**config.mk**
```make
export PLATFORM = sky130hd
export DESIGN_NAME = bp_fir_array
export DESIGN_NICKNAME = d
export VERILOG_FILES = /design/src/rtl/bp_fir_pkg.sv /design/src/rtl/bp_tap_window.sv /design/src/rtl/bp_tap_delay.sv /design/src/rtl/bp_plane_row.sv /design/src/rtl/bp_fir_array.sv
export SDC_FILE = /design/constraint.sdc
export NUM_CORES = 1
export LEC_CHECK = 0
export ABC_AREA = 1
export BUFFER_PORTS_ARGS = -buffer_cell sky130_fd_sc_hd__buf_2
export CAP_MARGIN = 20
export CORE_MARGIN = 1
export CORE_UTILIZATION = 35
export DETAILED_ROUTE_END_ITERATION = 10
export PLACE_DENSITY_LB_ADDON = 0.3
export SLEW_MARGIN = 20
export SYNTH_ARGS = -nofsm -noshare
export SYNTH_HDL_FRONTEND = slang
export SYNTH_SLANG_ARGS = --single-unit
```
**constraint.sdc**
```tcl
create_clock -name clk -period 2.2 [get_ports clk]
set_clock_uncertainty 0.05 [all_clocks]
set_input_delay 0.33 -clock clk [delete_from_list [all_inputs] [get_ports clk]]
set_output_delay 0.33 -clock clk [all_outputs]
set_load 0.03 [all_outputs]
```
**src/rtl/bp_fir_pkg.sv**
```systemverilog
package bp_fir_pkg;

   // Order in which coefficient bit planes are chained along the pipe.
   typedef enum logic {
      PLANE_LSB_FIRST = 1'b0,
      PLANE_MSB_FIRST = 1'b1
   } plane_order_e;

   // Result width that cannot overflow for unsigned operands.
   function automatic int unsigned acc_width(input int unsigned dw,
                                             input int unsigned cw,
                                             input int unsigned taps);
      return dw + cw + ((taps > 1) ? $clog2(taps) : 0);
   endfunction

endpackage

```
**src/rtl/bp_tap_window.sv**
```systemverilog
// Sample history that advances on accepted samples only.
// Slot 0 is the incoming sample itself; slot t is the sample accepted t places earlier.
module bp_tap_window #(
   parameter int unsigned DW   = 4,
   parameter int unsigned TAPS = 3
) (
   input  logic               clk,
   input  logic               rst_n,
   input  logic               in_valid,
   input  logic [DW-1:0]      in_data,
   output logic [TAPS*DW-1:0] taps
);

   assign taps[DW-1:0] = in_data;

   if (TAPS > 1) begin : g_hist
      logic [DW-1:0] hist [0:TAPS-2];

      always_ff @(posedge clk or negedge rst_n) begin
         if (!rst_n) begin
            for (int k = 0; k < TAPS-1; k++) hist[k] <= '0;
         end else if (in_valid) begin
            hist[0] <= in_data;
            for (int k = 1; k < TAPS-1; k++) hist[k] <= hist[k-1];
         end
      end

      for (genvar k = 1; k < TAPS; k++) begin : g_out
         assign taps[k*DW +: DW] = hist[k-1];
      end
   end

endmodule

```
**src/rtl/bp_tap_delay.sv**
```systemverilog
// Free-running delay line for one tap. It brings out only the delays at which
// rows of this tap sit: FIRST, FIRST+STRIDE, ... (COUNT of them).
module bp_tap_delay #(
   parameter int unsigned DW     = 4,
   parameter int unsigned FIRST  = 0,
   parameter int unsigned STRIDE = 3,
   parameter int unsigned COUNT  = 3
) (
   input  logic                clk,
   input  logic                rst_n,
   input  logic [DW-1:0]       d,
   output logic [COUNT*DW-1:0] q
);

   localparam int unsigned LAST = FIRST + (COUNT - 1) * STRIDE;

   logic [DW-1:0] chain [0:LAST];

   assign chain[0] = d;

   for (genvar k = 1; k <= LAST; k++) begin : g_stage
      always_ff @(posedge clk or negedge rst_n) begin
         if (!rst_n) chain[k] <= '0;
         else        chain[k] <= chain[k-1];
      end
   end

   for (genvar p = 0; p < COUNT; p++) begin : g_tap
      assign q[p*DW +: DW] = chain[FIRST + p*STRIDE];
   end

endmodule

```
**src/rtl/bp_plane_row.sv**
```systemverilog
// One array row: gate a sample by one coefficient bit, weight it, add, register.
module bp_plane_row #(
   parameter int unsigned DW    = 4,
   parameter int unsigned ACC_W = 9,
   parameter int unsigned SHIFT = 0
) (
   input  logic             clk,
   input  logic             rst_n,
   input  logic             v_in,
   input  logic [ACC_W-1:0] sum_in,
   input  logic [DW-1:0]    x_in,
   input  logic             coef_bit,
   output logic             v_out,
   output logic [ACC_W-1:0] sum_out
);

   logic [ACC_W-1:0] addend;

   assign addend = coef_bit ? (ACC_W'(x_in) << SHIFT) : '0;

   always_ff @(posedge clk or negedge rst_n) begin
      if (!rst_n) begin
         v_out   <= 1'b0;
         sum_out <= '0;
      end else begin
         v_out   <= v_in;
         sum_out <= sum_in + addend;
      end
   end

endmodule

```
**src/rtl/bp_fir_array.sv**
```systemverilog
module bp_fir_array #(
   parameter int unsigned DATA_W = 4,
   parameter int unsigned COEF_W = 3,
   parameter int unsigned TAPS   = 3,
   parameter bp_fir_pkg::plane_order_e ORDER = bp_fir_pkg::PLANE_LSB_FIRST,
   localparam int unsigned ACC_W = bp_fir_pkg::acc_width(DATA_W, COEF_W, TAPS)
) (
   input  logic                   clk,
   input  logic                   rst_n,
   input  logic [TAPS*COEF_W-1:0] coef_in,
   input  logic                   in_valid,
   input  logic [DATA_W-1:0]      in_data,
   output logic                   out_valid,
   output logic [ACC_W-1:0]       out_data
);

   localparam int unsigned STAGES = TAPS * COEF_W;

   // Elaboration-time configuration checks
   if (DATA_W < 1 || COEF_W < 1 || TAPS < 1) begin : g_bad_size
      $error("bp_fir_array: DATA_W, COEF_W and TAPS must all be at least 1");
   end
   if (ACC_W > 64) begin : g_bad_width
      $error("bp_fir_array: result width above 64 bits is not supported");
   end

   logic [TAPS*DATA_W-1:0]   win;
   logic [COEF_W*DATA_W-1:0] tap_x [TAPS];
   logic                     v_q   [0:STAGES];
   logic [ACC_W-1:0]         s_q   [0:STAGES];

   bp_tap_window #(
      .DW   (DATA_W),
      .TAPS (TAPS)
   ) u_window (
      .clk      (clk),
      .rst_n    (rst_n),
      .in_valid (in_valid),
      .in_data  (in_data),
      .taps     (win)
   );

   // Each tap is used once per plane, at pipe stages t, t+TAPS, t+2*TAPS, ...
   for (genvar t = 0; t < TAPS; t++) begin : g_tapline
      bp_tap_delay #(
         .DW     (DATA_W),
         .FIRST  (t),
         .STRIDE (TAPS),
         .COUNT  (COEF_W)
      ) u_delay (
         .clk   (clk),
         .rst_n (rst_n),
         .d     (win[t*DATA_W +: DATA_W]),
         .q     (tap_x[t])
      );
   end

   assign v_q[0] = in_valid;
   assign s_q[0] = '0;

   // Plane position p along the pipe, row t inside the plane.
   for (genvar p = 0; p < COEF_W; p++) begin : g_plane
      localparam int unsigned BITW =
         (ORDER == bp_fir_pkg::PLANE_LSB_FIRST) ? p : (COEF_W - 1 - p);

      for (genvar t = 0; t < TAPS; t++) begin : g_row
         localparam int unsigned S = p * TAPS + t;

         bp_plane_row #(
            .DW    (DATA_W),
            .ACC_W (ACC_W),
            .SHIFT (BITW)
         ) u_row (
            .clk      (clk),
            .rst_n    (rst_n),
            .v_in     (v_q[S]),
            .sum_in   (s_q[S]),
            .x_in     (tap_x[t][p*DATA_W +: DATA_W]),
            .coef_bit (coef_in[t*COEF_W + BITW]),
            .v_out    (v_q[S+1]),
            .sum_out  (s_q[S+1])
         );
      end
   end

   assign out_valid = v_q[STAGES];
   assign out_data  = v_q[STAGES] ? s_q[STAGES] : '0;

endmodule

```
# After elaboration in Yosys (flattened, before gate mapping)
# Cells that the tools add are included.
[classes]
addsub = 8
multipliers = 0
div = 0
order_cmp = 0
eq_ne = 0
shifts = 0
mux = 10
bitwise = 0
n_reduce_logical = 0
[op_table]
columns = ["operator", "n"]
rows = [
  ["$add 9x9->9", 7],
  ["$mux 6", 3],
  ["$mux 5", 3],
  ["$mux 4", 3],
  ["$mux 9", 1],
  ["$add 4x4->5", 1],
]
[word_totals]
reg_bits = 177
latchBits = 0
ramBits = 0
rom_bits = 0
inputBits = 16
out_inout_bits = 10
elab_cells = 59
memories = 0

# Logic depth before layout (Yosys ltp)
# Gate-level depths: netlist (run 1).
[depth]
depth_word = 2
depth_mapped = 10
ltp_nobuf = 10

# Cells and area by module
# From an unflattened synthesis (run 1), not the netlist that was laid out.
[unflattened]
hier_cells = 715
hier_area_um2 = 7564.8
[modules_own_cells]
columns = ["mod", "instances", "cells_per_inst", "area_each_um2", "seq_area_each_um2"]
rows = [
  ["bp_plane_row at g_plane[0].g_row[0].u_row ...", 3, 64, 558.0, 250.2],
  ["bp_plane_row at g_plane[1].g_row[0].u_row ...", 3, 61, 538.0, 250.2],
  ["bp_plane_row at g_plane[2].g_row[0].u_row ...", 3, 54, 495.5, 250.2],
  ["bp_tap_delay at g_tapline[2].u_delay", 1, 44, 890.9, 800.8],
  ["bp_tap_delay at g_tapline[1].u_delay", 1, 40, 790.8, 700.7],
  ["bp_tap_delay at g_tapline[0].u_delay", 1, 36, 690.7, 600.6],
  ["bp_tap_window", 1, 38, 335.3, 200.2],
  ["bp_fir_array", 1, 20, 82.6, 0.0],
]

# Worst setup path before layout (run 1)
# OpenSTA, ideal clock, no wires.
[synth_timing]
kind = "reg2reg"
start = "register g_tapline[2].u_delay.chain, in the netlist g_tapline[2].u_delay.q[4]"
end = "register g_plane[1].g_row[2].u_row.sum_out[7]"
setup_time_ns = 0.117
t_arrival_ns = 1.394
required_ns = 2.033
setup_slack_ns = 0.639
path_stages_with_launch = 11
n_path_buf = 0
period_less_slack_ns = 1.561
path_cell_list = "dfrtp_1 > nand2_1 > inv_1 > ha_1 > inv_1 > fa_1 > nand3b_1 > nand2_1 > nand2_1 > nand2_1 > nand2_1"
[synth_via]
elab_chain_cells = 2
[synth_lines]
columns = ["item", "line", "rtl"]
rows = [
  ["start: declaration", "bp_tap_delay.sv:17", "logic [DW-1:0] chain [0:LAST];"],
  ["start signal: indexed assignment", "bp_tap_delay.sv:24", "else chain[k] <= chain[k-1];"],
  ["$mux 5", "bp_plane_row.sv:19", "assign addend = coef_bit ? (ACC_W'(x_in) << SHIFT) : '0;"],
  ["$add 9x9->9", "bp_plane_row.sv:27", "sum_out <= sum_in + addend;"],
  ["end signal: assignment", "bp_plane_row.sv:27", ""],
  ["end: declaration", "bp_plane_row.sv:14", "output logic [ACC_W-1:0] sum_out"],
]
# Every way passes these cells.
# A chain may end at the register's enable or synchronous reset.

# Worst setup path after layout (run 1)
# Same ends and word-level chain as after synthesis.

==> flow_summary_export.csv, run 1 <==
group,metric,value,unit
cells_and_area,drive_above_1_share,12.0,%
floorplan,ios,26,
outcome,outcome,"finished clean",
routing,wire_per_inst,11.1,um
global_route,overflow,0,
clocking,root_buffer,"clkbuf_16",
floorplan,die-area,17900,um^2
cells_and_area,antenna_cells,0,
global_route,antenna_found_initial,1,
yosys,ys_warn_count,0,
setup_path,start_kind,"register",
routing,firstDrtPassIters,4,
routing,finalWirelength,8740,um
clocking,cts_hold_buf,3,
pwr,irDropWorstVdd,0.000631,V
setup_path,r2r_slack,470,ps
yosys,synth.yosys.seq_area_share,68.6,%
global_route,grt_pass1_vias,3547,
yosys,async_reset_ff_share,100,%
yosys,syn_area_per_cell,12.1,um^2
clocking,clk_latency,420,ps
setup_path,required,2460,ps
placement,dpl.hpwl,6260,um
sta,rsz0062_at_grt,"false",
worst_hold_path,hp-class,"in -> reg",
floorplan,std_cell_rows,47,
sta,slew_viol_final,0,
yosys,netlist_instances,503,
floorplan,die_w,134,um
global_route,grt_usage,11.7,%
global_route,grt_pass1_wl,16000,um
setup_path,worstSetupPathType,"reg -> reg",
cells_and_area,num-nets-final,609,
yosys,synthesis.area,6090,um^2
cells_and_area,n_fill_cell,1543,
setup_path,arrival,1990,ps
setup_path,critPathMaxFanout,3,
clocking,clock_sinks,167,
yosys,synth_nets,559,
clocking,cts_resized,0,
sta,finalSetupTns,0,ps
routing,drtIter0Drc,90,
yosys,ys_types,19,
clocking,cts_setup_buffers,0,
placement,gp_congestion,0.773,
sta,fmax,0.578,GHz
floorplan,core,16800,um^2
floorplan,die-height,134,um
sta,hold_viol,0,
setup_path,endpoint_kind,"register",
routing,drt-vias-per-instance,4.23,
clocking,clockBufferDepth,2,
routing,vias,3322,
global_route,grtUsageMet1,12.1,%
flow_run,cap_violations,0,
cells_and_area,fin_cells,786,
yosys,synthFlopType,"dfrtp_1",
clocking,clkSlewWorstSetupHoldPaths,60,ps
pwr,power_density,1150,nW/um^2
global_route,grt_util_met3,3.70,%
placement,port_buffers,25,
global_route,grt_use_met2,20.7,%
clocking,htreeDepth,4,
cells_and_area,layout_common_cells,"dfrtp_1, nand2_1, inv_1",
yosys,synth_edf_count,0,
sta,fin_crit_sh,78.7,%
clocking,cts_inserted_buffers,17,
global_route,busiest_layer,"met2",
clocking,tritoncts,"done",
placement,dp_slack,392,ps
cells_and_area,final_common_cell,"dfrtp_1",
yosys,ys_ff_latch,167,
sta,tightest_slew,602,ps
routing,drc,0,
sta,setup_viol,0,
cells_and_area,syn_to_final_growth,18.6,%
routing,ant_nets,0,
placement,dp.cells,751,
sta,slew-limit-headroom,59.9,%
floorplan,initial_core_util,36.3,%
pwr,p_leak,3.88,nW
sta,fin_ws,470,ps
global_route,grt_max_degree,65,
sta,period_needed,1730,ps
[layer usage]
metal / share of wire, % / vias to the layer above
met5: 0.15 / -
met4: 2.8 / 2
met3: 3.9 / 21
met2: 54 / 44
met1: 39 / 1617
li1: - / 1638
[state kept, by name, summed over array words and instances (netlist names)]
signal                       count
g_plane.g_row.u_row.v_out        9
g_plane.g_row.u_row.sum_out     66
u_window.taps                    8
g_tapline.u_delay.chain         52
g_tapline.u_delay.q             32
[critical path: stages (launching register included)]
cell,delay [ps]
dfrtp_1,360
nand2_1,60
inv_1,50
ha_1,170
inv_1,70
fa_1,390
nand3b_1,170
nand2_1,140
nand2_1,60
nand2_1,50
nand2_1,40
[final cells by class]
type / count / area [um^2] / share of cell area, %
clock inverter: 13 / 193 / 2.67
sequential: 167 / 4180 / 57.8
inverter: 81 / 304 / 4.21
clock buffer: 19 / 453 / 6.27
multi-input combinational: 253 / 1600 / 22.1
timing repair buffer: 33 / 224 / 3.10
tap: 220 / 275 / 3.81
[kinds of logic (layout without fill, tap and decap cells)]
| family | Yosys count | count (layout) | share of synthesized area [%] |
|---|---|---|---|
| AOI/OAI and AO/OA | 22 | 22 | 1.89 |
| xor gates and xnor gates | 23 | 23 | 3.31 |
| adders and majority gates | 40 | 40 | 9.20 |
| buffers and inverters | 83 | 146 | 5.18 |
| DFF | 167 | 167 | 68.6 |
| and+or+nand+nor | 168 | 168 | 11.8 |
[stage by stage]
step / power, mW / util (%) / area [um^2] / hold WS, ps
floorplan: 4.83 / - / 6090 / -15.6
global placement: 5.20 / 39.1 / 6550 / 282
detailed placement: 5.27 / 39.1 / 6550 / 285
CTS: 8.45 / 43.1 / 7220 / 4.30
global route: 8.83 / 43.1 / 7220 / 4.51
finish: 8.32 / 43.1 / 7220 / 15.4
[final timing paths]
| check | start | end | cells after the start |
|---|---|---|---|
| worst max register to register | g_tapline[2].u_delay.q[4] | g_plane[1].g_row[2].u_row.sum_out[7] | 10 |
| worst min register to register | g_tapline[1].u_delay.chain[4] | g_tapline[1].u_delay.q[8] | 0 |
| min in group asynchronous | rst_n | g_plane[2].g_row[2].u_row.sum_out[7] | 2 |
| max in group asynchronous | rst_n | g_tapline[1].u_delay.chain[19] | 3 |
| worst max-delay path | g_tapline[2].u_delay.q[4] | g_plane[1].g_row[2].u_row.sum_out[7] | 10 |
| worst min-delay path | in_data[1] | g_tapline[0].u_delay.chain[21] | 1 |
[cell usage after synthesis, types with 4 or more instances]
cell,count,share of area (%)
nand3_1,18,1.5
xor2_1,17,2.4
nand3b_1,7,0.86
o21ai_0,6,0.49
nand3_2,4,0.66
fa_1,8,2.6
a21oi_1,14,1.2
xnor2_1,6,0.86
nor2_1,11,0.68
dfrtp_1,167,69
ha_1,32,6.6
nand2_1,122,7.5
inv_1,81,5.0
[power breakdown]
group | switching [mW] | total, mW | internal [mW] | leakage [nW]
combinational | 0.792 | 1.32 | 0.525 | 1.56
clock | 1.17 | 3.15 | 1.97 | 0.316
sequential | 0.243 | 3.86 | 3.62 | 2.00
(Power assumes the default switching activity.)
==> inputs of run 2 (changes only) <==
==> constraint.sdc (replaced) <==
create_clock -name clk -period 1.5 [get_ports clk]
set_clock_uncertainty 0.05 [all_clocks]
set_input_delay 0.225 -clock clk [delete_from_list [all_inputs] [get_ports clk]]
set_output_delay 0.225 -clock clk [all_outputs]
set_load 0.03 [all_outputs]
==> run 2 against run 1 <==
Effect of this change:
- the run now ends with setup timing left
- non-clock buffer count increased by 34
- sequential power increased by 49%
- clock power increased by 49%
- critical path depth decreased by 2
- combinational power increased by 99%
- register-to-register slack got worse by 510 ps
==> flow_summary_export.csv, run 2 (same netlist as run 1, synthesis figures left out) <==
group,metric,value,unit
floorplan,die_w,134,um
cells_and_area,final_common_cell,"dfrtp_1",
clocking,cts_inserted_buffers,17,
cells_and_area,top_register,"g_plane.g_row.u_row.sum_out",
setup_path,required,1780,ps
pwr,switching_power,3.48,mW
sta,fmax,0.647,GHz
sta,hold-worst-slack,28.0,ps
global_route,antenna_found_initial,1,
placement,dp_slack,-86.2,ps
setup_path,crit_chain,"nand2_1 > inv_1 > ha_2 > inv_2 > fa_2 > nand3b_1 > nand2_2 > xor2_1",
cells_and_area,fin_area,7850,um^2
global_route,grt_pass1_wl,16600,um
floorplan,die-area,17900,um^2
floorplan,die-height,134,um
placement,gp_congestion,0.782,
global_route,grt_util_met3,4.61,%
floorplan,std_cell_rows,47,
floorplan,initial_core_util,36.3,%
clocking,clk_latency,420,ps
global_route,grt_usage,12.3,%
global_route,busiest_layer,"met2",
outcome,outcome,"finished with violations",
global_route,grt_max_degree,40,
pwr,power_density,1670,nW/um^2
setup_path,arrival,1830,ps
pwr,pwr-share-clk,35.9,%
cells_and_area,syn_to_final_growth,28.9,%
sta,tightest_slew,405,ps
clocking,clockBufferDepth,2,
routing,ant_nets,0,
routing,drc,0,
clocking,root_buffer,"clkbuf_16",
setup_path,endpoint_kind,"register",
pwr,p_leak,4.08,nW
routing,vias,3465,
setup_path,critPathSlowestCell,"dfrtp_1",
global_route,grt_use_met2,22.4,%
pwr,power.internal,9.60,mW
clocking,tritoncts,"done",
pwr,irDropWorstVdd,0.000957,V
placement,dpl.hpwl,6690,um
sta,setup_viol,3,
flow_run,cap_violations,0,
setup_path,critPathMaxFanout,3,
sta,hold_viol,0,
worst_hold_path,hp-class,"in -> reg",
routing,firstDrtPassIters,4,
routing,wire_per_inst,11.8,um
cells_and_area,drive_above_1_share,26.7,%
floorplan,ios,26,
clocking,htreeDepth,4,
setup_path,cpPeakStageDelay,330,ps
routing,drtIter0Drc,125,
global_route,grtUsageMet1,12.2,%
cells_and_area,layout_common_cells,"dfrtp_1, nand2_1, inv_1",
sta,fin_crit_sh,103,%
cells_and_area,largest_register_ffs,66,
sta,rsz0062_at_grt,"true",
outcome,failed_checks,"setup timing",
pwr,power_frac_comb,20.1,%
setup_path,critPathBufInv,2,
clocking,clock_sinks,167,
sta,fin_ws,-44.9,ps
setup_path,start_kind,"register",
setup_path,worstSetupPathType,"reg -> reg",
placement,place_area,6730,um^2
pwr,power.share.sequential,44.1,%
cells_and_area,antenna_cells,0,
global_route,grt_pass1_vias,3750,
floorplan,core,16800,um^2
setup_path,cp_top_family,"adder cells",
sta,period_needed,1540,ps
pwr,swShare,26.6,%
sta,slew-limit-headroom,73.0,%
sta,slew_viol_final,0,
routing,drt-vias-per-instance,4.23,
placement,port_buffers,25,
cells_and_area,post-route-util,46.8,%
cells_and_area,num-nets-final,643,
routing,finalWirelength,9700,um
clocking,clkSlewWorstSetupHoldPaths,60,ps
pwr,total_power,13.1,mW
global_route,overflow,0,
## run 2: power groups by stage
stage	clock [mW]	combinational (mW)	sequential [mW]
2_1_floorplan	0	1.46	5.63
3_3_place_gp	0	2.14	5.72
3_5_place_dp	0	2.21	5.75
4_1_cts	4.81	2.45	5.69
5_1_grt	5.03	2.99	5.85
6_report	4.69	2.63	5.76
## run 2: path summary, 6_finish.rpt
path                            cells past startpoint                                    to                                 start  slack, ps
worst max-delay path                                8  g_plane[2].g_row[1].u_row.sum_out[6]             g_tapline[1].u_delay.q[8]        -40
worst min-delay path                                1       g_plane[0].g_row[0].u_row.v_out                              in_valid         30
worst max register to register                      8  g_plane[2].g_row[1].u_row.sum_out[6]             g_tapline[1].u_delay.q[8]        -40
worst min register to register                      0  g_plane[2].g_row[1].u_row.sum_out[1]  g_plane[2].g_row[0].u_row.sum_out[1]        290
max in group asynchronous                           3        g_tapline[1].u_delay.chain[21]                                 rst_n        590
min in group asynchronous                           2  g_plane[2].g_row[2].u_row.sum_out[2]                                 rst_n        250
## run 2: through the flow
step	std cells	TNS (ps)
after CTS	819	-294
after global routing	820	-1030
after global placement	773	-396
after floorplan	503	-5.64
after detailed placement	773	-819
final	820	-124
## run 2: cell type report
| class | instances | area [um^2] |
|---|---|---|
| repair buffers | 67 | 583 |
| clock buffers | 20 | 457 |
| well taps | 220 | 275 |
| multi-input cells | 253 | 1850 |
| flip-flops and latches | 167 | 4180 |
| inverters | 81 | 304 |
| fillers | 1485 | 8910 |
| clock inverters | 12 | 199 |
## run 2: repair_timing
item                       in CTS  in global routing
pin swaps                       8                 13
gates resized for setup        52                 43
setup buffers                   8                  2
setup endpoints to repair      25                 30
hold endpoints to repair       42                  0
hold buffers                    6                  0
gates cloned                    0                  0
## run 2: routing by layer
| metal | vias up | wire length [um] |
|---|---|---|
| li1 | 1710 | - |
| met1 | 1699 | 3600 |
| met2 | 40 | 5590 |
| met3 | 14 | 333 |
| met4 | 2 | 168 |
| met5 | - | 13 |
==> inputs of run 3 (changes only) <==
--- a/config.mk
+++ b/config.mk
@@ -11,7 +11,7 @@
 export CORE_MARGIN = 1
 export CORE_UTILIZATION = 35
 export DETAILED_ROUTE_END_ITERATION = 10
-export PLACE_DENSITY_LB_ADDON = 0.3
+export PLACE_DENSITY = 0.63
 export SLEW_MARGIN = 20
 export SYNTH_ARGS = -nofsm -noshare
 export SYNTH_HDL_FRONTEND = slang
==> run 3 against run 2 <==
Effect of this change:
- the flow still finishes with violations (setup timing)
- routed wire length is 1.1% higher
- critical path depth is 2 higher
- global-route usage is 0.22 points lower
- total power is 5.4% lower
- worst setup slack worse by 47 ps
- via count is 0.63% higher
- critical endpoint is now g_plane[1].g_row[2].u_row.sum_out[7]
==> flow_summary_export.csv, run 3 (same netlist as run 1, synthesis figures left out) <==
group,metric,value,unit
outcome,outcome,"finished with violations",
outcome,failed_checks,"setup timing",
global_route,grt_usage,12.0,%
pwr,switching_power,3.62,mW
setup_path,critPathBufInv,2,
setup_path,cp_num_cells,10,
setup_path,required,1760,ps
clocking,cts_inserted_buffers,17,
cells_and_area,top_register,"g_plane.g_row.u_row.sum_out",
floorplan,initial_core_util,36.3,%
pwr,power_density,1610,nW/um^2
cells_and_area,layout_common_cells,"dfrtp_1, nand2_1, inv_1",
routing,wire_per_inst,12.0,um
setup_path,cp_top_family,"adder cells",
worst_hold_path,whs_path_depth,4,
setup_path,worstSetupPathType,"reg -> reg",
floorplan,die_w,134,um
setup_path,start_kind,"register",
cells_and_area,fin_area,7710,um^2
setup_path,arrival,1850,ps
pwr,power.share.sequential,46.5,%
flow_run,cap_violations,0,
pwr,irDropWorstVdd,0.000915,V
global_route,grt_pass1_vias,3717,
clocking,root_buffer,"clkbuf_16",
setup_path,critPathMaxFanout,3,
routing,ant_nets,0,
worst_hold_path,hp-class,"in -> reg",
setup_path,cpPeakStageDelay,340,ps
pwr,power.internal,8.75,mW
clocking,clkSlewWorstSetupHoldPaths,60,ps
cells_and_area,multi_input_area,1840,um^2
routing,drtIter0Drc,87,
sta,slew-limit-headroom,76.7,%
routing,drc,0,
placement,dpl.hpwl,6700,um
sta,hold_viol,0,
global_route,overflow,0,
placement,dp.cells,770,
setup_path,critPathSlowestCell,"dfrtp_1",
placement,gp_congestion,0.835,
pwr,swShare,29.3,%
global_route,grt_pass1_wl,16500,um
clocking,clockBufferDepth,2,
cells_and_area,seq_area,4180,um^2
placement,port_buffers,25,
placement,place_area,6710,um^2
sta,rsz0062_at_grt,"true",
cells_and_area,fin_cells,817,
sta,fmax,0.628,GHz
global_route,grt_max_degree,44,
pwr,power_frac_comb,21.1,%
cells_and_area,largest_register_ffs,66,
setup_path,crit_chain,"nand2_1 > inv_1 > ha_1 > inv_1 > fa_2 > nand3b_1 > nand2_2 > nand2_1 > nand2_1 > nand2_1",
clocking,clock_sinks,167,
cells_and_area,final_common_cell,"dfrtp_1",
sta,tightest_slew,349,ps
cells_and_area,antenna_cells,0,
floorplan,die-area,17900,um^2
clocking,tritoncts,"done",
pwr,p_leak,3.99,nW
routing,vias,3487,
cells_and_area,num-nets-final,640,
routing,drt-vias-per-instance,4.27,
sta,fin_ws,-91.9,ps
sta,slew_viol_final,0,
clocking,clk_latency,420,ps
floorplan,core,16800,um^2
setup_path,cp_common_cell,"nand2_1",
pwr,pwr-share-clk,32.4,%
cells_and_area,syn_to_final_growth,26.5,%
routing,finalWirelength,9810,um
setup_path,reg2regPathDepth,10,
cells_and_area,drive_above_1_share,26.0,%
floorplan,std_cell_rows,47,
floorplan,die-height,134,um
sta,period_needed,1590,ps
floorplan,ios,26,
global_route,antenna_found_initial,1,
setup_path,endpoint_kind,"register",
sta,setup_viol,5,
routing,firstDrtPassIters,4,
cells_and_area,n_fill_cell,1509,
sta,fin_crit_sh,106,%
clocking,htreeDepth,4,
[run 3: cell types whose count changed in the layout (fill, tap and decap cells not counted), sizes merged]
cell	previous run	this run
inv	81	87
dlygate4sd3	6	7
clkinvlp	4	2
buf	61	57
clkinv	3	6
clkbuf	20	18
bufinv	5	0
[run 3: timing repair]
item	CTS	global route
endpoints found under the setup margin	24	31
endpoints found under the hold margin	100	0
gates resized for setup	39	51
hold buffers	7	0
buffers inserted	6	2
pin swaps	5	17
[run 3: worst reg2reg max path, stage by stage (launching register included)]
cell and delay, ps:
dfrtp_1 340, nand2_1 60, inv_1 50, ha_1 150, inv_1 60, fa_2 340, nand3b_1 170, nand2_2 90
nand2_1 50, nand2_1 60, nand2_1 50
[run 3: worst paths after layout]
kind,start,end,slack (ps)
worst max-delay path,g_tapline[2].u_delay.q[4],g_plane[1].g_row[2].u_row.sum_out[7],-90
worst min-delay path,coef_in[7],g_plane[1].g_row[2].u_row.sum_out[1],110
worst max register to register,g_tapline[2].u_delay.q[4],g_plane[1].g_row[2].u_row.sum_out[7],-90
worst min register to register,g_tapline[2].u_delay.chain[11],g_tapline[2].u_delay.chain[7],290
max in group asynchronous,rst_n,g_tapline[0].u_delay.chain[22],640
min in group asynchronous,rst_n,g_plane[2].g_row[2].u_row.sum_out[5],230
[run 3: metrics by stage]
stage | setup slack (ps) | TNS [ps] | hold slack, ps | utilization [%] | power [mW]
6_report | -91.9 | -169 | 108 | 46.0 | 12.4
5_1_grt | -203 | -1070 | 120 | 46.0 | 13.1
4_1_cts | -109 | -329 | 90.6 | 44.8 | 12.2
3_5_place_dp | -120 | -1050 | 97.6 | 40.0 | 7.93
3_3_place_gp | -64.9 | -397 | 95.5 | 40.0 | 7.79
2_1_floorplan | -5.64 | -5.64 | -121 | - | 7.09
[run 3: cell type report]
| type | instances | share of cell area [%] |
|---|---|---|
| clock buffers | 18 | 5.70 |
| inverters | 81 | 3.95 |
| well taps | 220 | 3.57 |
| flip-flops and latches | 167 | 54.2 |
| multi-input cells | 253 | 23.9 |
| repair buffers | 64 | 7.14 |
| clock inverters | 14 | 1.53 |
[run 3: routing by layer]
layer  vias up  part of all wire (%)  routed length, um  global-route usage [%]
met5         -                  0.11                 11                       0
met4         2                   2.4                234                    6.12
met3        21                   3.4                338                    3.51
met2        64                    55               5360                    22.0
met1      1694                    39               3870                    12.5
li1       1706                     -                  -                       -
[run 3: power groups by stage]
stage | Clock, mW | Combinational (mW) | Sequential (mW)
after detailed placement | 0 | 2.17 | 5.76
after global placement | 0 | 2.07 | 5.72
after global routing | 4.34 | 2.93 | 5.83
after CTS | 4.12 | 2.37 | 5.68
final | 4.01 | 2.61 | 5.75
after floorplan | 0 | 1.46 | 5.63
